--- src/rtl/i2ct_pkg.sv ---
package i2ct_pkg;
  localparam int ADDR_W = 7;
  localparam int BYTE_W = 8;

  typedef enum logic [2:0] {
    ST_IDLE, ST_ADDR, ST_ADDR_ACK, ST_RX, ST_RX_ACK, ST_TX, ST_TX_ACK, ST_WAIT
  } tgt_state_t;

  // Address acceptance rule: own nonzero address either way, zero only as a write broadcast.
  function automatic logic addr_hit(input logic [ADDR_W-1:0] a, input logic rd,
                                    input logic [ADDR_W-1:0] own, input logic gc_on);
    return ((a != '0) && (a == own)) || ((a == '0) && gc_on && !rd);
  endfunction

  function automatic logic is_bcast(input logic [ADDR_W-1:0] a);
    return a == '0;
  endfunction

  // Byte shifted out in a read: released line when nothing is offered.
  function automatic logic [BYTE_W-1:0] tx_pick(input logic v, input logic [BYTE_W-1:0] d);
    return v ? d : '1;
  endfunction
endpackage

--- src/rtl/i2ct_line_filter.sv ---
module i2ct_line_filter #(
  parameter int FILT_LEN = 3
) (
  input  logic clk,
  input  logic rst_n,
  input  logic raw,
  output logic filt
);
  logic s1, s2;
  logic [FILT_LEN-1:0] hist;

  always_ff @(posedge clk) begin
    if (!rst_n) begin
      s1   <= 1'b1;
      s2   <= 1'b1;
      hist <= '1;
      filt <= 1'b1;
    end else begin
      s1   <= raw;
      s2   <= s1;
      hist <= {hist[FILT_LEN-2:0], s2};
      if (&hist)       filt <= 1'b1;
      else if (~|hist) filt <= 1'b0;
    end
  end
endmodule

--- src/rtl/i2ct_bus_events.sv ---
module i2ct_bus_events (
  input  logic clk,
  input  logic rst_n,
  input  logic scl_f,
  input  logic sda_f,
  output logic scl_rise,
  output logic scl_fall,
  output logic start_det,
  output logic stop_det
);
  logic scl_p, sda_p;

  always_ff @(posedge clk) begin
    if (!rst_n) begin
      scl_p <= 1'b1;
      sda_p <= 1'b1;
    end else begin
      scl_p <= scl_f;
      sda_p <= sda_f;
    end
  end

  assign scl_rise  = !scl_p && scl_f;
  assign scl_fall  = scl_p && !scl_f;
  assign start_det = scl_p && scl_f && sda_p && !sda_f;
  assign stop_det  = scl_p && scl_f && !sda_p && sda_f;
endmodule

--- src/rtl/i2c_gc_target.sv ---
module i2c_gc_target
  import i2ct_pkg::*;
#(
  parameter int FILT_LEN = 3
) (
  input  logic              clk,
  input  logic              rst_n,
  input  logic              scl_i,
  input  logic              sda_i,
  output logic              sda_oe,
  input  logic [ADDR_W-1:0] own_addr,
  input  logic              gc_en,
  output logic [BYTE_W-1:0] rx_data,
  output logic              rx_valid,
  input  logic              rx_ready,
  output logic              rx_gc_cmd,
  input  logic [BYTE_W-1:0] tx_data,
  input  logic              tx_valid,
  output logic              tx_ready
);
  localparam int CNT_W = $clog2(BYTE_W + 1);
  localparam logic [CNT_W-1:0] LAST_BIT = CNT_W'(BYTE_W - 1);
  localparam logic [CNT_W-1:0] ALL_BITS = CNT_W'(BYTE_W);

  logic [1:0] raw_lines, filt_lines;
  logic scl_f, sda_f;
  logic scl_rise, scl_fall, start_det, stop_det;

  assign raw_lines = {scl_i, sda_i};

  for (genvar g = 0; g < 2; g++) begin : g_filt
    i2ct_line_filter #(.FILT_LEN(FILT_LEN)) u_filt (
      .clk(clk), .rst_n(rst_n), .raw(raw_lines[g]), .filt(filt_lines[g]));
  end

  assign scl_f = filt_lines[1];
  assign sda_f = filt_lines[0];

  i2ct_bus_events u_ev (
    .clk(clk), .rst_n(rst_n), .scl_f(scl_f), .sda_f(sda_f),
    .scl_rise(scl_rise), .scl_fall(scl_fall),
    .start_det(start_det), .stop_det(stop_det));

  tgt_state_t        state;
  logic [CNT_W-1:0]  bit_cnt;
  logic [BYTE_W-1:0] shreg, txsh;
  logic              rd_dir, bcast, first_byte, ack_ph, ack_ok;

  always_ff @(posedge clk) begin
    if (!rst_n) begin
      state      <= ST_IDLE;
      bit_cnt    <= '0;
      shreg      <= '0;
      txsh       <= '1;
      rd_dir     <= 1'b0;
      bcast      <= 1'b0;
      first_byte <= 1'b0;
      ack_ph     <= 1'b0;
      ack_ok     <= 1'b0;
      sda_oe     <= 1'b0;
      rx_data    <= '0;
      rx_valid   <= 1'b0;
      rx_gc_cmd  <= 1'b0;
      tx_ready   <= 1'b0;
    end else begin
      rx_valid  <= 1'b0;
      rx_gc_cmd <= 1'b0;
      tx_ready  <= 1'b0;
      if (start_det) begin
        state   <= ST_ADDR;
        bit_cnt <= '0;
        sda_oe  <= 1'b0;
      end else if (stop_det) begin
        state  <= ST_IDLE;
        sda_oe <= 1'b0;
      end else begin
        unique case (state)
          ST_ADDR: if (scl_rise) begin
            shreg   <= {shreg[BYTE_W-2:0], sda_f};
            bit_cnt <= bit_cnt + 1'b1;
            if (bit_cnt == LAST_BIT) begin
              rd_dir <= sda_f;
              ack_ph <= 1'b0;
              if (addr_hit(shreg[ADDR_W-1:0], sda_f, own_addr, gc_en)) begin
                state      <= ST_ADDR_ACK;
                bcast      <= is_bcast(shreg[ADDR_W-1:0]);
                first_byte <= 1'b1;
              end else begin
                state <= ST_WAIT;
              end
            end
          end
          ST_ADDR_ACK: if (scl_fall) begin
            if (!ack_ph) begin
              sda_oe <= 1'b1;
              ack_ph <= 1'b1;
            end else begin
              ack_ph  <= 1'b0;
              bit_cnt <= '0;
              if (rd_dir) begin
                txsh     <= tx_pick(tx_valid, tx_data);
                tx_ready <= tx_valid;
                sda_oe   <= ~tx_pick(tx_valid, tx_data)[BYTE_W-1];
                state    <= ST_TX;
              end else begin
                sda_oe <= 1'b0;
                state  <= ST_RX;
              end
            end
          end
          ST_RX: if (scl_rise) begin
            shreg   <= {shreg[BYTE_W-2:0], sda_f};
            bit_cnt <= bit_cnt + 1'b1;
            if (bit_cnt == LAST_BIT) begin
              ack_ph <= 1'b0;
              ack_ok <= rx_ready;
              state  <= ST_RX_ACK;
              if (rx_ready) begin
                rx_valid   <= 1'b1;
                rx_data    <= {shreg[BYTE_W-2:0], sda_f};
                rx_gc_cmd  <= bcast && first_byte;
                first_byte <= 1'b0;
              end
            end
          end
          ST_RX_ACK: if (scl_fall) begin
            if (!ack_ph) begin
              sda_oe <= ack_ok;
              ack_ph <= 1'b1;
            end else begin
              sda_oe  <= 1'b0;
              ack_ph  <= 1'b0;
              bit_cnt <= '0;
              state   <= ack_ok ? ST_RX : ST_WAIT;
            end
          end
          ST_TX: begin
            if (scl_rise) bit_cnt <= bit_cnt + 1'b1;
            else if (scl_fall) begin
              if (bit_cnt == ALL_BITS) begin
                sda_oe <= 1'b0;
                ack_ph <= 1'b0;
                state  <= ST_TX_ACK;
              end else begin
                sda_oe <= ~txsh[BYTE_W-2];
                txsh   <= {txsh[BYTE_W-2:0], 1'b1};
              end
            end
          end
          ST_TX_ACK: begin
            if (scl_rise && !ack_ph) begin
              if (sda_f) begin
                state <= ST_WAIT;
              end else begin
                ack_ph   <= 1'b1;
                txsh     <= tx_pick(tx_valid, tx_data);
                tx_ready <= tx_valid;
              end
            end else if (scl_fall && ack_ph) begin
              ack_ph  <= 1'b0;
              bit_cnt <= '0;
              sda_oe  <= ~txsh[BYTE_W-1];
              state   <= ST_TX;
            end
          end
          default: sda_oe <= 1'b0;
        endcase
      end
    end
  end
endmodule

--- config.mk ---
export PLATFORM = sky130hd
export DESIGN_NAME = i2c_gc_target
export DESIGN_NICKNAME = d
export VERILOG_FILES = /design/src/rtl/i2ct_pkg.sv /design/src/rtl/i2ct_line_filter.sv /design/src/rtl/i2ct_bus_events.sv /design/src/rtl/i2c_gc_target.sv
export SDC_FILE = /design/constraint.sdc
export NUM_CORES = 1
export LEC_CHECK = 0
export CAP_MARGIN = 20
export CORE_MARGIN = 5
export CORE_UTILIZATION = 42
export CTS_CLUSTER_SIZE = 20
export DETAILED_ROUTE_END_ITERATION = 6
export DONT_BUFFER_PORTS = 1
export REMOVE_ABC_BUFFERS = 1
export SLEW_MARGIN = 20
export SYNTH_ARGS = -nofsm -noshare
export SYNTH_HDL_FRONTEND = slang
export SYNTH_HIERARCHICAL = 1
export SYNTH_SLANG_ARGS = --single-unit
--- constraint.sdc ---
create_clock -name clk -period 3.2 [get_ports clk]
set_clock_uncertainty 0.1 [all_clocks]
set_input_delay 0.32 -clock clk [delete_from_list [all_inputs] [get_ports clk]]
set_output_delay 0.32 -clock clk [all_outputs]
set_load 0.005 [all_outputs]
==> flow_metrics.py, run 1 <==
metrics = {
    "cells_and_area": {
        "area_delta_synth_final_pct": 7.913,
        "layout_common_cells": "dfxtp_1 (53), nor2_1 (34), mux2i_1 (18), inv_1 (18), nand2b_1 (15)",
        "postLayoutCellArea_um2": 2867,
        "diodes": 0,
        "layout.nets": 324,
        "multi_input_area_um2": 1449,
        "drive_gt1_share_pct": 7.641,
        "seq_area_um2": 1061,
        "layout_commonest_cell": "dfxtp_1",
        "fillers": 639,
    },
    "global_route": {
        "grt_max_degree": 25,
        "grt_pass1_vias": 2087,
        "overflow": 0,
        "grt_pass1_wl_um": 10280,
        "track_usage_pct": 16.32,
        "antenna_found_initial": 0,
    },
    "worst_setup_path": {
        "cp.required_ps": 3310,
        "cp-start-kind": "flip-flop",
        "timing_worst_setup_path_type": "flip-flop to flip-flop",
        "arrival_ps": 2570,
        "path_max_fanout": 24,
        "end_kind": "flip-flop",
    },
    "routing": {
        "vias_per_cell": 5.788,
        "first_iter_violations": 193,
        "drt_pass1_iterations": 4,
        "ant_nets": 0,
        "num_vias": 2188,
        "avgRoutedWirePerCell_um": 15.86,
        "drc": 0,
        "wirelength_um": 5994,
    },
    "placement": {
        "portBuffers": 0,
        "dpl_cell_area_um2": 2719,
        "place_ws_ps": 772.6,
        "gp_congestion": 0.8553,
        "place_hpwl_um": 4156,
    },
    "sta": {
        "fin_hold_ws_ps": 28.73,
        "final_max_slew_viol_count": 0,
        "rsz0062_at_grt": "no",
        "setup_viol": 0,
        "min_period_ps": 2462,
        "setup_tns_ps": 0,
        "fmax_mhz": 406.2,
        "hold_viol": 0,
        "finalWorstSetupSlack_ps": 738.2,
        "slew-limit-headroom_pct": 49.75,
        "fin_crit_sh_pct": 76.93,
        "tightest_slew_ps": 752.9,
    },
    "clock_network": {
        "cts.sinks": 53,
        "worstSkewPairLatency_ps": 310,
        "cts_tree": "done",
        "postCtsSetupBuffers": 0,
        "clk_path_buf_depth": 2,
        "htree_levels": 2,
        "numCtsBuffers": 5,
        "root_buffer": "clkbuf_8",
        "clkTransAtPathRegs_ps": 100,
    },
    "floorplanning": {
        "num_rows": 29,
        "die_h_um": 89.53,
        "boundaryPins": 34,
        "start_util_pct": 42.56,
        "core-area_um2": 6241,
        "die_x_um": 89.53,
        "die-area_um2": 8015,
    },
    "synth": {
        "async_reset_ff_share_pct": 0,
        "seq_area_frac_synth_pct": 39.94,
        "ys_types": 56,
        "synth_edf_count": 0,
        "synth_seq_cells": 53,
        "netlist_instances": 300,
        "syn_area_per_cell_um2": 8.854,
        "yosysWarnings": 6,
        "synth-main-ff-cell": "dfxtp_1",
        "syn_area_um2": 2656,
    },
    "run": {
        "drv_cap": 0,
    },
    "outcome": {
        "outcome": "finished clean",
    },
    "worst_hold_path": {
        "hold_class": "primary input to flip-flop",
    },
    "power_and_ir_drop": {
        "ir_drop_v": 0.0003095,
        "p_per_area_nw_per_um2": 530.6,
        "p_leak_nw": 1.054,
        "power_mw": 1.521,
    },
}
==> metal layers <==
| metal | track usage (%) | wire length, um | share of wire (%) | vias to the layer above |
|---|---|---|---|---|
| met2 | 25.45 | 2878 | 48 | 72 |
| li1 | - | - | - | 1086 |
| met3 | 3.134 | 341 | 5.7 | 12 |
| met4 | 6.901 | 136 | 2.3 | 0 |
| met5 | 0 | 0 | 0 | - |
| met1 | 21.99 | 2637 | 44 | 1018 |
==> cells in the mapped netlist (2+ instances only) <==
| cell | number | area (um^2) |
|---|---|---|
| or4b_1 | 2 | 20.02 |
| buf_2 | 8 | 40.04 |
| ha_1 | 2 | 25.02 |
| dfxtp_1 | 53 | 1061 |
| o211ai_1 | 3 | 22.52 |
| nor2b_1 | 9 | 56.30 |
| clkbuf_1 | 6 | 22.52 |
| a2bb2oi_1 | 2 | 17.52 |
| nand2_1 | 10 | 37.54 |
| nor3_1 | 8 | 40.04 |
| nor4_1 | 4 | 25.02 |
| a22oi_1 | 2 | 15.01 |
| or3_1 | 4 | 25.02 |
| a21bo_2 | 2 | 20.02 |
| nor2_1 | 34 | 127.6 |
| and3_1 | 2 | 12.51 |
| o21ai_0 | 9 | 45.04 |
| a211o_1 | 7 | 61.31 |
| buf_6 | 2 | 22.52 |
| o2111ai_1 | 2 | 17.52 |
| xnor2_1 | 4 | 35.03 |
| inv_1 | 18 | 67.56 |
| xor2_1 | 4 | 35.03 |
| nand3_1 | 5 | 25.02 |
| o311ai_0 | 2 | 17.52 |
| o21a_1 | 4 | 30.03 |
| nand4_1 | 4 | 25.02 |
| nand3b_1 | 5 | 37.54 |
| o22ai_1 | 2 | 12.51 |
| a311oi_1 | 9 | 78.83 |
| a31oi_1 | 3 | 18.77 |
| and4b_1 | 3 | 30.03 |
| a21oi_1 | 8 | 40.04 |
| o31ai_1 | 2 | 15.01 |
| o31a_1 | 2 | 17.52 |
| nand2b_1 | 15 | 93.84 |
| nand2b_2 | 2 | 17.52 |
| mux2i_1 | 18 | 180.2 |
| and2_1 | 2 | 12.51 |
==> sequential cells by signal, indices dropped and copies added, names as in the netlist <==
name / count
u_ev/scl_p: 1
ack_ok: 1
g_filt.u_filt/s2: 2
first_byte: 1
ack_ph: 1
bcast: 1
g_filt.u_filt/hist: 6
g_filt.u_filt/s1: 2
u_ev/sda_p: 1
txsh: 8
g_filt.u_filt/filt: 2
rx_gc_cmd: 1
sda_oe: 1
bit_cnt: 4
state: 3
tx_ready: 1
shreg: 7
rd_dir: 1
rx_valid: 1
rx_data: 8
==> worst max-delay path, cell delays in order, from the launching register on <==
cell and delay [ps]:
dfxtp_1 810, nand3b_1 250, o21ai_0 350, a211o_1 470, a311oi_1 100, a211o_1 290
==> logic make-up (layout without fill, tap and decap cells) <==
| group | Yosys count | count (layout) | share of synthesized area (%) |
|---|---|---|---|
| AND/OR/NAND/NOR | 117 | 117 | 24.59 |
| AO/OA/AOI/OAI | 68 | 68 | 19.36 |
| flip-flops | 53 | 53 | 39.94 |
| buffers and inverters | 34 | 35 | 5.746 |
| multiplexers | 18 | 18 | 6.783 |
| XOR/XNOR | 8 | 8 | 2.638 |
| adder cells (fa/ha/maj) | 2 | 2 | 0.9419 |
==> power by group <==
group,total [mW],internal (mW),switching [mW]
sequential,0.739,0.682,0.0568
clock,0.471,0.238,0.233
combinational,0.311,0.141,0.170
==> repair_timing <==
action / in CTS / in global routing
hold buffers: 3 / 0
setup endpoints to repair: 0 / 0
endpoints found under the hold margin: 16 / 0
resized for setup: 0 / 0
==> final timing paths <==
| kind | from | end | slack [ps] | cells after the start |
|---|---|---|---|---|
| setup / recovery | state[0] | txsh[4] | 740 | 5 |
| hold / removal | rst_n | ack_ok | 30 | 1 |
| setup reg to reg | state[0] | txsh[4] | 740 | 5 |
| hold reg to reg | g_filt[0].u_filt/s2 | g_filt[0].u_filt/hist[0] | 310 | 1 |
==> per-stage QoR <==
stage	util (%)	instances
after CTS	45.93	378
final	45.93	378
after global placement	43.56	367
after global routing	45.93	378
after floorplan	-	284
after detailed placement	43.56	367
==> layout make-up <==
type | count | share of cell area [%]
clock buffers | 5 | 2.401
clock inverters | 3 | 1.702
inverters | 18 | 2.357
multi-input cells | 213 | 50.55
flip-flops and latches | 53 | 37.01
well taps | 77 | 3.361
repair buffers | 9 | 2.619
(Power assumes the default switching activity.)
==> inputs of run 2 (changes only) <==
--- a/config.mk
+++ b/config.mk
@@ -5,6 +5,7 @@
 export SDC_FILE = /design/constraint.sdc
 export NUM_CORES = 1
 export LEC_CHECK = 0
+export ABC_AREA = 1
 export CAP_MARGIN = 20
 export CORE_MARGIN = 5
 export CORE_UTILIZATION = 42
==> constraint.sdc (replaced) <==
create_clock -name clk -period 2.3 [get_ports clk]
set_clock_uncertainty 0.1 [all_clocks]
set_input_delay 0.23 -clock clk [delete_from_list [all_inputs] [get_ports clk]]
set_output_delay 0.23 -clock clk [all_outputs]
set_load 0.005 [all_outputs]
==> flow_metrics.py, run 2 <==
metrics = {
    "outcome": {
        "outcome": "finished clean",
    },
    "sta": {
        "rsz0062_at_grt": "no",
        "min_period_ps": 1914,
        "fmax_mhz": 522.5,
        "fin_hold_ws_ps": 26.71,
        "final_max_slew_viol_count": 0,
        "fin_crit_sh_pct": 83.21,
        "slew-limit-headroom_pct": 69.70,
        "tightest_slew_ps": 453.9,
        "hold_viol": 0,
        "setup_tns_ps": 0,
        "setup_viol": 0,
    },
    "cells_and_area": {
        "drive_gt1_share_pct": 13.60,
        "diodes": 0,
        "area_delta_synth_final_pct": 9.344,
        "layout_commonest_cell": "nand2_1",
        "fillers": 642,
        "reg.largest.list": "rx_data x8, txsh x8, shreg x7",
        "finalNonFillerCells": 474,
        "postLayoutCellArea_um2": 3002,
        "layout.nets": 420,
        "layout_common_cells": "nand2_1 (96), dfxtp_1 (53), inv_1 (52), a21oi_1 (33), nor2_1 (28)",
    },
    "worst_setup_path": {
        "path_max_fanout": 16,
        "arrival_ps": 2060,
        "max_stage_delay_ps": 430,
        "path_cells": "inv_1, nand2_1, nor2_1, nor2_2, nand3_1, nor2_4, o21ai_0, a21oi_1",
        "cp-start-kind": "flip-flop",
        "cp.required_ps": 2440,
        "path_buf_inv": 1,
        "end_kind": "flip-flop",
        "cp_slowest_cell": "dfxtp_1",
        "crit_family": "simple AND/OR/NAND/NOR gates",
        "timing_worst_setup_path_type": "flip-flop to flip-flop",
    },
    "floorplanning": {
        "die_h_um": 90.85,
        "core-area_um2": 6350,
        "num_rows": 29,
        "boundaryPins": 34,
        "die-area_um2": 8253,
        "start_util_pct": 43.23,
        "die_x_um": 90.85,
    },
    "clock_network": {
        "worstSkewPairLatency_ps": 300,
        "numCtsBuffers": 5,
        "htree_levels": 2,
        "root_buffer": "clkbuf_8",
        "cts_tree": "done",
        "cts.sinks": 53,
        "clkTransAtPathRegs_ps": 90,
        "clk_path_buf_depth": 2,
        "cts_resized": 0,
    },
    "global_route": {
        "grt_pass1_vias": 2314,
        "antenna_found_initial": 0,
        "overflow": 0,
        "grt_max_degree": 44,
        "grt_pass1_wl_um": 10900,
        "track_usage_pct": 15.82,
    },
    "power_and_ir_drop": {
        "ir_drop_v": 0.0004001,
        "p_leak_nw": 1.462,
        "p_per_area_nw_per_um2": 887.3,
        "power_mw": 2.663,
    },
    "synth": {
        "seq_area_frac_synth_pct": 38.65,
        "netlist_top_cells_count": "nand2_1 (96), dfxtp_1 (53), inv_1 (52)",
        "yosysWarnings": 6,
        "synth_top_area_cell": "dfxtp_1",
        "ys_types": 37,
        "synth_seq_cells": 53,
        "synth_top_area_share_pct": 38.65,
        "netlist_instances": 385,
        "synth-main-ff-cell": "dfxtp_1",
        "syn_area_per_cell_um2": 7.130,
        "synth_most_common_cell": "nand2_1",
        "synth_edf_count": 0,
        "async_reset_ff_share_pct": 0,
        "syn_area_um2": 2745,
        "synth_area_leaders": "dfxtp_1 (39%), nand2_1 (13%), inv_1 (7.1%)",
    },
    "placement": {
        "dpl_cell_area_um2": 2825,
        "gp_congestion": 0.9316,
        "place_hpwl_um": 4489,
        "placedCellCount": 459,
        "portBuffers": 0,
    },
    "routing": {
        "num_vias": 2388,
        "first_iter_violations": 171,
        "drc": 0,
        "avgRoutedWirePerCell_um": 13.23,
        "drt_pass1_iterations": 4,
        "vias_per_cell": 5.038,
        "ant_nets": 0,
        "wirelength_um": 6271,
    },
    "run": {
        "drv_cap": 0,
    },
    "worst_hold_path": {
        "hold_class": "primary input to flip-flop",
    },
}
==> run 2: cell count changes in the layout (fill, tap and decap cells not counted), sizes merged, moves of 6 or more <==
cell	change
a211o	-7
nand2b	-17
nand2	+100
mux2i	-18
nand3	+26
inv	+38
o22a	+6
o21ai	+21
nor2b	-9
a311oi	-10
a21oi	+25
==> run 2: cell families after synthesis <==
logic type                 share of synthesized area, %
DFF                                               38.65
and+or+nand+nor                                   33.91
buffers and inverters                             9.571
AOI/OAI and AO/OA                                 15.36
xor gates and xnor gates                          1.595
adders and majority gates                        0.9114
==> run 2: path summary, 6_finish.rpt <==
check	from	end	slack, ps	cells past startpoint
worst max-delay path	g_filt[0].u_filt/filt	rx_data[4]	390	8
worst min-delay path	rx_ready	rx_valid	30	2
worst min register to register	g_filt[0].u_filt/s2	g_filt[0].u_filt/hist[0]	310	2
worst max register to register	g_filt[0].u_filt/filt	rx_data[4]	390	8
==> run 2: repair_timing <==
action | 4_1_cts | 5_1_grt
hold buffers | 7 | 0
buffers inserted | 0 | 0
endpoints found under the hold margin | 44 | 0
==> run 2: cell type report <==
cell class / count / area (um^2) / area share, %
inverter: 57 / 224.0 / 7.461
multi-input combinational: 269 / 1421 / 47.35
timing repair buffer: 10 / 102.6 / 3.418
sequential: 53 / 1061 / 35.35
clock inverter: 2 / 13.76 / 0.4585
tap: 77 / 96.34 / 3.210
clock buffer: 6 / 82.58 / 2.751
==> run 2: layer usage <==
layer / wire length, um / track usage [%]
met3: 243 / 2.917
met4: 76 / 5.746
met2: 2999 / 25.97
met5: 0 / 0
met1: 2950 / 20.62
==> run 2: per-stage QoR <==
stage               setup WS, ps  util [%]
floorplan                  573.4         -
global placement           451.3     44.49
detailed placement         413.2     44.49
CTS                        381.7     47.27
global route               140.9     47.27
finish                     386.1     47.27
==> run 2: report_power, final <==
group | switching, mW | internal [mW] | leakage, nW | total (mW)
clock network | 0.312 | 0.245 | 0.0512 | 0.556
registers | 0.100 | 0.999 | 0.430 | 1.10
logic | 0.663 | 0.344 | 0.981 | 1.01
